## config.mk

```make
export PLATFORM = sky130hd
export DESIGN_NAME = balanced_dac_feeder
export DESIGN_NICKNAME = d
export VERILOG_FILES = /design/src/rtl/bdf_pkg.sv /design/src/rtl/bdf_retime.sv /design/src/rtl/bdf_rx.sv /design/src/rtl/bdf_tx.sv /design/src/rtl/balanced_dac_feeder.sv
export SDC_FILE = /design/constraint.sdc
export NUM_CORES = 1
export LEC_CHECK = 0
export ABC_AREA = 0
export BUFFER_PORTS_ARGS = -buffer_cell sky130_fd_sc_hd__buf_4
export CAP_MARGIN = 40
export CORE_MARGIN = 3
export CORE_UTILIZATION = 35
export CTS_CLUSTER_DIAMETER = 60
export DETAILED_ROUTE_END_ITERATION = 8
export HOLD_SLACK_MARGIN = 0.02
export SYNTH_ARGS = -nofsm -noshare
export SYNTH_HDL_FRONTEND = slang
export SYNTH_SLANG_ARGS = --single-unit
```

## constraint.sdc

```tcl
create_clock -name clk -period 1.4 [get_ports clk]
set_clock_uncertainty 0.15 [all_clocks]
set_input_delay 0.07 -clock clk [delete_from_list [all_inputs] [get_ports clk]]
set_output_delay 0.07 -clock clk [all_outputs]
set_load 0.01 [all_outputs]
```

## src/rtl/bdf_pkg.sv

```systemverilog
`timescale 1ns/1ps
package bdf_pkg;
  typedef struct packed {
    logic bclk;
    logic ws;
    logic sd;
  } ser_t;

  typedef enum logic [1:0] {
    TX_IDLE  = 2'd0,
    TX_SHIFT = 2'd1,
    TX_LATCH = 2'd2
  } tx_state_e;
endpackage

```

## src/rtl/bdf_retime.sv

```systemverilog
`timescale 1ns/1ps
module bdf_retime #(
  parameter int W      = 3,
  parameter int STAGES = 2
) (
  input  logic         clk,
  input  logic         rst_n,
  input  logic [W-1:0] d,
  output logic [W-1:0] q
);
  logic [W-1:0] stg [STAGES];

  for (genvar g = 0; g < STAGES; g++) begin : g_stage
    always_ff @(posedge clk) begin
      if (!rst_n) stg[g] <= '0;
      else if (g == 0) stg[g] <= d;
      else stg[g] <= stg[(g == 0) ? 0 : g-1];
    end
  end

  assign q = stg[STAGES-1];
endmodule

```

## src/rtl/bdf_rx.sv

```systemverilog
`timescale 1ns/1ps
module bdf_rx #(
  parameter int WORD_W = 16
) (
  input  logic              clk,
  input  logic              rst_n,
  input  logic              bit_stb,
  input  logic              ws,
  input  logic              sd,
  output logic              frame_vld,
  output logic [WORD_W-1:0] frame_l,
  output logic [WORD_W-1:0] frame_r
);
  localparam int IDX_W = $clog2(WORD_W + 1);

  logic [WORD_W-1:0] sh, left_hold, done_word;
  logic [IDX_W-1:0]  idx;
  logic              ws_prev;

  // a slot of exactly WORD_W bits ends with its LSB on the select-change bit
  always_comb
    done_word = (idx < IDX_W'(WORD_W)) ? {sh[WORD_W-2:0], sd} : sh;

  always_ff @(posedge clk) begin
    if (!rst_n) begin
      sh        <= '0;
      left_hold <= '0;
      idx       <= '0;
      ws_prev   <= 1'b0;
      frame_vld <= 1'b0;
      frame_l   <= '0;
      frame_r   <= '0;
    end else begin
      frame_vld <= 1'b0;
      if (bit_stb) begin
        ws_prev <= ws;
        if (ws != ws_prev) begin
          idx <= '0;
          if (!ws_prev) begin
            left_hold <= done_word;
          end else begin
            frame_l   <= left_hold;
            frame_r   <= done_word;
            frame_vld <= 1'b1;
          end
        end else if (idx < IDX_W'(WORD_W)) begin
          sh  <= {sh[WORD_W-2:0], sd};
          idx <= idx + 1'b1;
        end
      end
    end
  end
endmodule

```

## src/rtl/bdf_tx.sv

```systemverilog
`timescale 1ns/1ps
module bdf_tx
  import bdf_pkg::*;
#(
  parameter int WORD_W = 16
) (
  input  logic              clk,
  input  logic              rst_n,
  input  logic              tick,
  input  logic              frame_vld,
  input  logic [WORD_W-1:0] frame_l,
  input  logic [WORD_W-1:0] frame_r,
  output logic              bit_l,
  output logic              bit_r,
  output logic              le
);
  localparam int CNT_W = $clog2(WORD_W);

  tx_state_e         state;
  logic [WORD_W-1:0] hold_l, hold_r, sh_l, sh_r;
  logic [CNT_W-1:0]  cnt;
  logic              pend;

  always_ff @(posedge clk) begin
    if (!rst_n) begin
      state  <= TX_IDLE;
      hold_l <= '0;
      hold_r <= '0;
      sh_l   <= '0;
      sh_r   <= '0;
      cnt    <= '0;
      pend   <= 1'b0;
      le     <= 1'b1;
    end else begin
      if (tick) begin
        unique case (state)
          TX_IDLE: if (pend) begin
            sh_l  <= hold_l;
            sh_r  <= hold_r;
            cnt   <= '0;
            pend  <= 1'b0;
            state <= TX_SHIFT;
          end
          TX_SHIFT: if (cnt == CNT_W'(WORD_W-1)) begin
            le    <= 1'b0;
            state <= TX_LATCH;
          end else begin
            cnt  <= cnt + 1'b1;
            sh_l <= {sh_l[WORD_W-2:0], 1'b0};
            sh_r <= {sh_r[WORD_W-2:0], 1'b0};
          end
          TX_LATCH: begin
            le    <= 1'b1;
            state <= TX_IDLE;
          end
          default: state <= TX_IDLE;
        endcase
      end
      if (frame_vld) begin
        hold_l <= frame_l;
        hold_r <= frame_r;
        pend   <= 1'b1;
      end
    end
  end

  assign bit_l = sh_l[WORD_W-1];
  assign bit_r = sh_r[WORD_W-1];
endmodule

```

## src/rtl/balanced_dac_feeder.sv

```systemverilog
`timescale 1ns/1ps
module balanced_dac_feeder
  import bdf_pkg::*;
#(
  parameter int WORD_W         = 16,
  parameter int SYNC_STAGES    = 2,
  parameter int WS_LOSS_CYCLES = 1024
) (
  input  logic clk,
  input  logic rst_n,
  input  logic i2s_bclk,
  input  logic i2s_ws,
  input  logic i2s_sd,
  input  logic out_en,
  output logic dac_bclk,
  output logic dac_le,
  output logic left_p,
  output logic left_n,
  output logic right_p,
  output logic right_n
);
  localparam int LOSS_W = $clog2(WS_LOSS_CYCLES + 1);

  ser_t raw, rs;
  logic bclk_d, ws_d, bit_stb, ws_chg;
  logic half, lost;
  logic [LOSS_W-1:0] loss_cnt;
  logic frame_vld, bit_l, bit_r, tx_le;
  logic [WORD_W-1:0] frame_l, frame_r;

  assign raw = '{bclk: i2s_bclk, ws: i2s_ws, sd: i2s_sd};

  bdf_retime #(.W($bits(ser_t)), .STAGES(SYNC_STAGES)) u_retime (
    .clk(clk), .rst_n(rst_n), .d(raw), .q(rs)
  );

  // edge detection: one more stage behind the retimed outputs
  always_ff @(posedge clk) begin
    if (!rst_n) begin
      bclk_d <= 1'b0;
      ws_d   <= 1'b0;
    end else begin
      bclk_d <= rs.bclk;
      ws_d   <= rs.ws;
    end
  end
  assign bit_stb = rs.bclk & ~bclk_d;
  assign ws_chg  = rs.ws ^ ws_d;

  // word-select loss watchdog, saturating
  always_ff @(posedge clk) begin
    if (!rst_n) loss_cnt <= '0;
    else if (ws_chg) loss_cnt <= '0;
    else if (loss_cnt != LOSS_W'(WS_LOSS_CYCLES)) loss_cnt <= loss_cnt + 1'b1;
  end
  assign lost = (loss_cnt == LOSS_W'(WS_LOSS_CYCLES));

  // master/2 divider; tick when the DAC clock is about to fall
  always_ff @(posedge clk) begin
    if (!rst_n) half <= 1'b0;
    else half <= ~half;
  end

  bdf_rx #(.WORD_W(WORD_W)) u_rx (
    .clk(clk), .rst_n(rst_n), .bit_stb(bit_stb), .ws(rs.ws), .sd(rs.sd),
    .frame_vld(frame_vld), .frame_l(frame_l), .frame_r(frame_r)
  );

  bdf_tx #(.WORD_W(WORD_W)) u_tx (
    .clk(clk), .rst_n(rst_n), .tick(half), .frame_vld(frame_vld),
    .frame_l(frame_l), .frame_r(frame_r),
    .bit_l(bit_l), .bit_r(bit_r), .le(tx_le)
  );

  // single shared output stage: clock, strobe and both polarities of data
  // leave through the same register so their delays match
  always_ff @(posedge clk) begin
    if (!rst_n) begin
      dac_bclk <= 1'b0;
      dac_le   <= 1'b1;
      left_p   <= 1'b0;
      left_n   <= 1'b0;
      right_p  <= 1'b0;
      right_n  <= 1'b0;
    end else begin
      dac_bclk <= half & out_en;
      dac_le   <= tx_le;
      left_p   <= ~lost & bit_l;
      left_n   <= ~lost & ~bit_l;
      right_p  <= ~lost & bit_r;
      right_n  <= ~lost & ~bit_r;
    end
  end
endmodule

```

==> reports/metrics.yaml, run 1 <==
status: "finished with violations"
violations: "negative hold slack, negative setup slack"
synth_area_um2: 6810
critPathTopFamily: "simple AND/OR/NAND/NOR gates"
cts_buffers: 17
drt_iter0_drc: 196
path_buf_inv: 2
max-vdd-ir-drop_mv: 0.881
overflow: 0
r2r_start: "u_tx.cnt[1]"
required_ps: 1590
critPathLaunch: "u_tx.cnt[1]"
io_buffer_count: 11
critical_path_class: "reg -> reg"
core_area_um2: 18900
fin_crit_sh_pct: 118
synthXorXnorAreaFrac_pct: 1.52
yosys_warnings: 0
avgSynthCellArea_um2: 9.95
power_density_nw_per_um2: 1040
clk_pin_slew_ps: 70
synth_top_family_by_area: "simple AND/OR/NAND/NOR gates"
via_per_inst: 4.96
end_kind: "flip-flop"
start_util_pct: 36.1
synth-edff-count: 0
r2r-end: "u_tx.sh_l[7]"
dominantRegCellSynth: "dfxtp_1"
hold_viol: 15
hold_class: "in -> reg"
synthSimpleGateAreaFrac_pct: 16.7
cts_tree: "built"
die_h_um: 146
wire_per_inst_um: 15.8
drc: 0
synth.distinct_cells: 42
setup_slack_ps: -250
r2r_slack_ps: -250
clock_sinks: 169
worstPathArrival_ps: 1840
cp_max_fo: 8
rows: 50
critPathMaxStageDelay_ps: 340
maxCapViolations: 0
syn_inst: 685
pre_cts_ws_ps: -247
synth_compound_gate_area_share_pct: 14.4
clk_latency_ps: 430
via_count: 5202
num_io_pins: 12
setup-violations-final: 106
worst_pin_slew_ps: 571
htreeDepth: 4
worst_setup_path_start_kind: "flip-flop"
maxSlewViolCount: 0
nFillCells: 1559
fmax_mhz: 606
drive_above_1_share_pct: 48.6
rr_worst_depth: 7
whs_ps: -123
routed_wl_um: 16500
fin_nets: 785
synth_top_area_cell: "dfxtp_1"
synth_most_common_cell: "dfxtp_1"
slew_headroom_pct: 61.9
synth_fp_nets: 695
fin_util_pct: 53.1
firstDrtPassIters: 5
hold_end: "u_tx.state[1]"
layout_min_cycle_time_ps: 1650
power_leakage_nw: 3.64
synth_top_area_share_pct: 49.7
min_path_cells: 3
async_flop_share_pct: 0
power_mw: 10.5
grt_pass1_wl_um: 26500
gp_congestion: 0.780
crit_chain: "ha_4, nand4_1, nor3b_4, buf_12, buf_12, nor2_4, a211oi_2"
synth_area_leaders: "dfxtp_1 (50%), mux2i_1 (12%), a211oi_2 (7.3%)"
ys_seq_area_share_pct: 49.7
min-delay-start: "rst_n"
crit_top_cell: "buf_12"
die_area_um2: 21200
ant_nets: 0
area_growth_pct: 47.1
synth_common_cells: "dfxtp_1 (169), nor2_1 (99), mux2i_1 (80)"
grt_max_degree: 34
ys_ff_latch: 169
dp_hpwl_um: 9300
cp_slowest_cell: "dfxtp_2"
root_buffer: "clkbuf_16"
antenna_found_initial: 0
clockBufferDepth: 2
synthAdderAreaFrac_pct: 0.735
track_usage_pct: 15.3
synthMuxAreaShare_pct: 11.8
rsz0062_at_grt: "true"
grt_pass1_vias: 5220
chipWidth_um: 146
worst max-delay path by stage:
stage	end	slack [ps]	cells after the start
2_1_floorplan	u_tx.sh_l[13]	-90	7
3_3_place_gp	u_tx.sh_l[0]	-180	7
3_5_place_dp	u_tx.sh_l[7]	-250	7
4_1_cts	u_tx.sh_r[0]	-240	7
5_1_grt	u_tx.sh_r[6]	-320	7
6_report	u_tx.sh_l[7]	-250	7
through the flow:
stage	cell area (µm²)	setup TNS, ps	std cells
floorplan	7120	-3350	685
global placement	7890	-5950	966
detailed placement	7890	-9260	966
CTS	9450	-10800	1035
global route	10000	-19560	1048
finish	10000	-13200	1049
repair_timing:
item                       in CTS  in global routing
setup buffers                  19                 19
gates cloned                    9                  2
resized for setup             116                156
hold buffers                   10                  1
pin swaps                      37                 77
hold endpoints to repair       31                 18
setup endpoints to repair     109                121
routing by layer:
| metal | track usage [%] | routed length [µm] | vias up |
|---|---|---|---|
| met5 | 0 | 0 | - |
| met4 | 5.75 | 328 | 0 |
| met3 | 3.39 | 424 | 24 |
| met2 | 25.6 | 8410 | 67 |
| met1 | 19.3 | 7370 | 2552 |
| li1 | - | - | 2559 |
logic make-up (layout without fill, tap and decap cells):
kind of cell,after synthesis,in the layout
xor+xnor,11,11
simple gates,245,245
flops,169,169
compound gates,122,122
mux,80,80
other cells,0,1
fa+ha+maj,4,4
buf+inv,54,157
cell type report:
| cell class | instances | area, µm² | area share, % |
|---|---|---|---|
| Tap cell | 260 | 325 | 3.25 |
| Inverter | 6 | 25.0 | 0.250 |
| Clock buffer | 21 | 460 | 4.59 |
| Multi-Input combinational cell | 462 | 4150 | 41.4 |
| Antenna cell | 1 | 2.50 | 0.0250 |
| Sequential cell | 169 | 3420 | 34.1 |
| Clock inverter | 11 | 193 | 1.92 |
| Timing Repair Buffer | 119 | 1450 | 14.5 |
flip-flops by register name (all words and copies together) (netlist names), 2 cells and up:
name / count
u_rx.left_hold: 16
u_tx.hold_l: 16
u_tx.cnt: 4
u_retime.stg: 6
u_tx.sh_l: 16
u_rx.frame_l: 16
u_rx.frame_r: 16
u_rx.sh: 16
u_tx.hold_r: 16
u_rx.idx: 5
loss_cnt: 11
u_tx.sh_r: 16
u_tx.state: 2
worst register-to-register path: stages, from the launching register on:
cell and delay, ps:
dfxtp_2 340, ha_4 150, nand4_1 90, nor3b_4 280, buf_12 200, buf_12 150, nor2_4 40, a211oi_2 160
report_power, final:
part / leakage [nW] / internal, mW / total (mW) / switching [mW]
Sequential: 1.37 / 4.84 / 4.87 / 0.0348
Clock: 0.314 / 3.26 / 5.17 / 1.91
Combinational: 1.96 / 0.193 / 0.427 / 0.235
Total: 3.64 / 8.29 / 10.5 / 2.18
cells in the final DEF, fill, tap and decap left out, drive strengths merged:
cell          count
a211oi           63
a21boi            1
a21o              1
a21oi            48
a221oi            1
a22oi             1
and2              9
and2b             2
and3              4
and4              1
buf             108
bufinv            5
clkbuf           21
clkinv            3
clkinvlp          2
dfxtp           169
diode             1
dlygate4sd3      10
dlymetal6s4s      1
ha                4
inv               7
mux2i            80
nand2            77
nand2b            5
nand3             6
nand3b            7
nand4             6
nand4b            2
nor2            113
nor2b             2
nor3              3
nor3b             3
nor4              3
nor4b             1
o21ai             7
or3               1
xnor2             6
xor2              5
No activity file was read; power rests on OpenSTA's default activity.
==> run 2: changes to the inputs <==
--- a/config.mk
+++ b/config.mk
@@ -8,6 +8,7 @@
 export ABC_AREA = 0
 export BUFFER_PORTS_ARGS = -buffer_cell sky130_fd_sc_hd__buf_4
 export CAP_MARGIN = 40
+export CORE_ASPECT_RATIO = 0.8
 export CORE_MARGIN = 3
 export CORE_UTILIZATION = 35
 export CTS_CLUSTER_DIAMETER = 60
==> run 2 against run 1 <==
Largest cell class unchanged. Critical path type unchanged. Global-route usage is 1.3 points higher. Register-to-register slack gained 20 ps. Die area barely moved. Largest power group is now sequential cells. The run ends with negative setup slack left. Clock power decreased by 14%. Via count rose by 1.4%.
==> reports/metrics.yaml, run 2 (synthesis gave the netlist of run 1 again) <==
status: "finished with violations"
violations: "negative setup slack"
drive_above_1_share_pct: 45.5  # -3.1 points
clockBufferDepth: 2  # unchanged
num_io_pins: 12  # unchanged
fin_crit_sh_pct: 116  # -1.6 points
area_growth_pct: 42.1
fmax_mhz: 614  # +1.3%
track_usage_pct: 16.5  # +1.3 points
ant_nets: 0  # unchanged
core_area_um2: 18600  # -1.5%
fin_util_pct: 52.0  # -1.0 points
whs_ps: 8.84  # +132 ps
maxCapViolations: 0  # unchanged
final_cell_mix: "dfxtp_1 (154), mux2i_1 (80), a211oi_2 (59)"
wire_per_inst_um: 16.8  # +6.5%
dp_hpwl_um: 9560  # +2.9%
die_area_um2: 21200  # about the same
rows: 44  # -12%
worstPathArrival_ps: 1840  # about the same
cp_slowest_cell: "dfxtp_4"
cts_tree: "built"
via_per_inst: 5.09  # +2.6%
clk_pin_slew_ps: 70  # about the same
cts_buffers: 17  # unchanged
critical_path_class: "reg -> reg"
max-vdd-ir-drop_mv: 0.702  # -20%
setup_slack_ps: -228  # +22.0 ps
rsz0062_at_grt: "true"
hold_class: "in -> reg"
clk_latency_ps: 430  # about the same
antenna_found_initial: 0  # unchanged
hold_viol: 0  # -15
clock_sinks: 169  # unchanged
routed_wl_um: 17400  # +5.3%
power_density_nw_per_um2: 1010  # -3.7%
drc: 0  # unchanged
required_ps: 1610  # +20 ps
cp_max_fo: 6  # -2
htreeDepth: 4  # unchanged
grt_pass1_vias: 5202  # -0.34%
gp_congestion: 0.772  # -1.0%
power_leakage_nw: 3.47  # -4.7%
fin_nets: 780  # -0.64%
power_mw: 9.74  # -7.0%
root_buffer: "clkbuf_16"
layout_min_cycle_time_ps: 1630  # -22.0 ps
swShare_pct: 22.9  # +2.1 points
drt_iter0_drc: 372  # +90%
slew_headroom_pct: 50.7  # -11 points
start_util_pct: 36.6  # +0.55 points
io_buffer_count: 11  # unchanged
overflow: 0  # unchanged
worst_setup_path_start_kind: "flip-flop"
die_h_um: 131  # -10%
mostFrequentLayoutCell: "dfxtp_1"
intPower_mw: 7.51  # -9.4%
setup-violations-final: 117  # +10%
seqPwrFrac_pct: 50.0  # +3.5 points
pwr-share-clk_pct: 45.8  # -3.6 points
end_kind: "flip-flop"
maxSlewViolCount: 0  # unchanged
via_count: 5275  # +1.4%
firstDrtPassIters: 4  # -1
crit_chain: "buf_6, nor3b_4, buf_6, buf_12, buf_12, buf_16, nand2_4, a21oi_2"
p_switching_mw: 2.23  # +2.3%
chipWidth_um: 162  # +11%
power_frac_comb_pct: 4.1  # about the same
worst_pin_slew_ps: 738  # +167 ps
grt_pass1_wl_um: 27700  # +4.6%
grt_max_degree: 43  # +26%
critPathMaxStageDelay_ps: 360  # +20 ps
## run 2: changes by cell type in the layout (fill, tap and decap cells not counted), sizes merged
cell / delta
clkbuf: +1
bufinv: -4
buf: -4
dlymetal6s4s: -1
clkinvlp: +2
clkinv: +1
## run 2: worst paths after layout
path / from / end / slack, ps / depth (start not counted)
min reg2reg: u_retime.stg[0][2] / u_retime.stg[1][2] / 290 / 1
max: u_retime.stg[1][1] / u_rx.frame_l[5] / -230 / 8
min: rst_n / half / 9 / 4
max reg2reg: u_retime.stg[1][1] / u_rx.frame_l[5] / -230 / 8
## run 2: routing by layer
metal / GRT usage, % / wire length (µm) / up-vias
met5: 0 / 0 / -
met4: 4.26 / 159 / 0
met3: 3.40 / 622 / 20
met2: 26.9 / 8100 / 95
met1: 22.6 / 8520 / 2606
li1: - / - / 2554
## run 2: final cells by class
type	count	area, µm²
fill	1596	8920
timing repair buffer	114	1350
antenna	1	2.50
clock buffer	22	454
clock inverter	10	96.3
tap	253	317
inverter	6	25.0
multi-input combinational	462	4040
sequential	169	3410
## run 2: power by group through the flow
stage / Clock [mW] / Sequential (mW) / Combinational, mW
floorplan: 0 / 4.97 / 0.173
global placement: 0 / 4.97 / 0.276
detailed placement: 0 / 4.97 / 0.284
CTS: 4.51 / 4.87 / 0.349
global route: 4.75 / 4.87 / 0.431
finish: 4.46 / 4.87 / 0.402
## run 2: what timing repair did
item,CTS,global route
setup endpoints to repair,117,124
pin swaps,53,63
cloned,12,0
buffers inserted,19,16
gates resized for setup,133,87
hold buffers,8,3
endpoints found under the hold margin,28,29
## run 2: critical path, delay by kind of cell, from the launching register on
| kind | cells | cell delay (ps) |
|---|---|---|
| AOI/OAI and AO/OA | 1 | 110 |
| buffers and inverters | 5 | 670 |
| DFF | 1 | 360 |
| and+or+nand+nor | 2 | 280 |
## run 2: through the flow
stage | std cells | cell area (µm²) | TNS [ps] | setup slack, ps
2_1_floorplan | 685 | 7120 | -3350 | -86.1
3_3_place_gp | 963 | 7820 | -8030 | -151
3_5_place_dp | 963 | 7820 | -11910 | -218
4_1_cts | 1029 | 9400 | -15790 | -229
5_1_grt | 1036 | 9680 | -23270 | -290
6_report | 1037 | 9680 | -16150 | -228
==> run 3: changes to the inputs <==
--- a/config.mk
+++ b/config.mk
@@ -14,6 +14,7 @@
 export CTS_CLUSTER_DIAMETER = 60
 export DETAILED_ROUTE_END_ITERATION = 8
 export HOLD_SLACK_MARGIN = 0.02
+export MAX_ROUTING_LAYER = met4
 export SYNTH_ARGS = -nofsm -noshare
 export SYNTH_HDL_FRONTEND = slang
 export SYNTH_SLANG_ARGS = --single-unit
==> run 3 against run 2 <==
Non-clock buffer count stayed put. Critical path type unchanged. Register-to-register slack is essentially flat. Via count about the same. Wire length rose by 0.49%. Cell count hardly changed. The run still ends with negative setup slack left. Worst hold slack lost 6.9 ps.
==> reports/metrics.yaml, run 3 (synthesis gave the netlist of run 1 again) <==
chipWidth_um: 162  # unchanged
area_growth_pct: 42.1  # about the same
worst_setup_path_start_kind: "flip-flop"
max-vdd-ir-drop_mv: 0.707  # +0.74%
num_io_pins: 12  # unchanged
antenna_found_initial: 0  # unchanged
fin_crit_sh_pct: 116  # -0.12 points
clk_pin_slew_ps: 70  # about the same
power_density_nw_per_um2: 1010  # about the same
rsz0062_at_grt: "true"
fin_nets: 780  # unchanged
fin_util_pct: 52.0  # about the same
drc: 0  # unchanged
via_count: 5279  # +0.076%
cts_buffers: 17  # unchanged
crit_chain: "buf_6, nor3b_4, buf_6, buf_12, buf_12, buf_16, nand2_4, a21oi_2"
status: "finished with violations"
cp_slowest_cell: "dfxtp_4"
maxSlewViolCount: 0  # unchanged
critPathMaxStageDelay_ps: 360  # about the same
rows: 44  # unchanged
grt_max_degree: 43  # unchanged
mostFrequentLayoutCell: "dfxtp_1"
gp_congestion: 0.783  # +1.4%
io_buffer_count: 11  # unchanged
routed_wl_um: 17500  # +0.49%
htreeDepth: 4  # unchanged
wire_per_inst_um: 16.9  # +0.59%
hold_viol: 0  # unchanged
multi_input_area_um2: 4040  # unchanged
setup_slack_ps: -226  # +1.73 ps
layout_min_cycle_time_ps: 1630  # -1.73 ps
die_h_um: 131  # unchanged
hold_class: "in -> reg"
grt_pass1_wl_um: 27700  # +0.12%
critical_path_class: "reg -> reg"
cts_tree: "built"
die_area_um2: 21200  # unchanged
setup-violations-final: 117  # unchanged
required_ps: 1620  # about the same
power_leakage_nw: 3.47  # about the same
via_per_inst: 5.10  # +0.17%
drive_above_1_share_pct: 45.5  # unchanged
ant_nets: 0  # unchanged
root_buffer: "clkbuf_16"
nFillCells: 1596  # unchanged
fmax_mhz: 615  # +0.11%
firstDrtPassIters: 5  # +1
whs_ps: 1.98  # -6.85 ps
worstPathArrival_ps: 1840  # about the same
core_area_um2: 18600  # unchanged
grt_pass1_vias: 5200  # -0.038%
slew_headroom_pct: 49.5  # -1.2 points
drt_iter0_drc: 340  # -8.6%
clockBufferDepth: 2  # unchanged
n_antenna_cell: 0  # -1
clk_latency_ps: 430  # about the same
worst_pin_slew_ps: 755  # +17.8 ps
cp_max_fo: 6  # unchanged
final_cell_mix: "dfxtp_1 (154), mux2i_1 (80), a211oi_2 (59)"
clock_sinks: 169  # unchanged
violations: "negative setup slack"
maxCapViolations: 0  # unchanged
start_util_pct: 36.6  # unchanged
final-seq-area_um2: 3410  # unchanged
track_usage_pct: 17.0  # +0.52 points
dp_hpwl_um: 9560  # unchanged
overflow: 0  # unchanged
end_kind: "flip-flop"
-- run 3: cell count changes in the layout (fill, tap and decap cells not counted) --
| cell | previous run | this run |
|---|---|---|
| diode_2 | 1 | 0 |
-- run 3: worst paths after layout --
kind / from / endpoint / slack [ps] / cells after the start
worst max-delay path: u_retime.stg[1][1] / u_rx.frame_l[5] / -230 / 8
worst min-delay path: rst_n / half / 2 / 4
worst max register to register: u_retime.stg[1][1] / u_rx.frame_l[5] / -230 / 8
worst min register to register: u_retime.stg[0][2] / u_retime.stg[1][2] / 290 / 1
-- run 3: per-layer routing --
metal / routed length [µm] / GRT usage [%] / vias to the layer above / share of wire (%)
li1: - / - / 2550 / -
met1: 8610 / 22.7 / 2621 / 49
met2: 8180 / 26.8 / 89 / 47
met3: 547 / 3.31 / 19 / 3.1
met4: 148 / 4.41 / 0 / 0.85
met5: 0 / - / - / 0
-- run 3: power by group --
part	switching (mW)	internal, mW
registers	0.0320	4.84
clock network	1.97	2.50
logic	0.231	0.170
-- run 3: cell type report --
type	count	area share [%]
clock buffer	22	4.69
clock inverter	10	0.995
inverter	6	0.258
multi-input combinational	462	41.7
sequential	169	35.2
tap	253	3.27
timing repair buffer	114	13.9
-- run 3: metrics by stage --
stage	worst slack (ps)	power [mW]	setup TNS, ps	cell area, µm²	instances
detailed placement	-218	5.25	-11910	7820	963
floorplan	-86.1	5.14	-3350	7120	685
global placement	-151	5.24	-8030	7820	963
CTS	-229	9.73	-15790	9400	1029
finish	-226	9.74	-16250	9680	1036
global route	-291	10.1	-23210	9680	1036
-- run 3: what timing repair did --
action / CTS / global route
pin swaps: 53 / 62
setup buffers: 19 / 16
cloned: 12 / 0
hold buffers: 8 / 3
resized for setup: 133 / 87
hold endpoints to repair: 28 / 29
endpoints found under the setup margin: 117 / 124
-- run 3: worst max-delay path: cells and delay by family, from the launching register on --
| family | cells | cell delay [ps] |
|---|---|---|
| flip-flops | 1 | 360 |
| AO/OA/AOI/OAI | 1 | 110 |
| AND/OR/NAND/NOR | 2 | 280 |
| buffers and inverters | 5 | 670 |
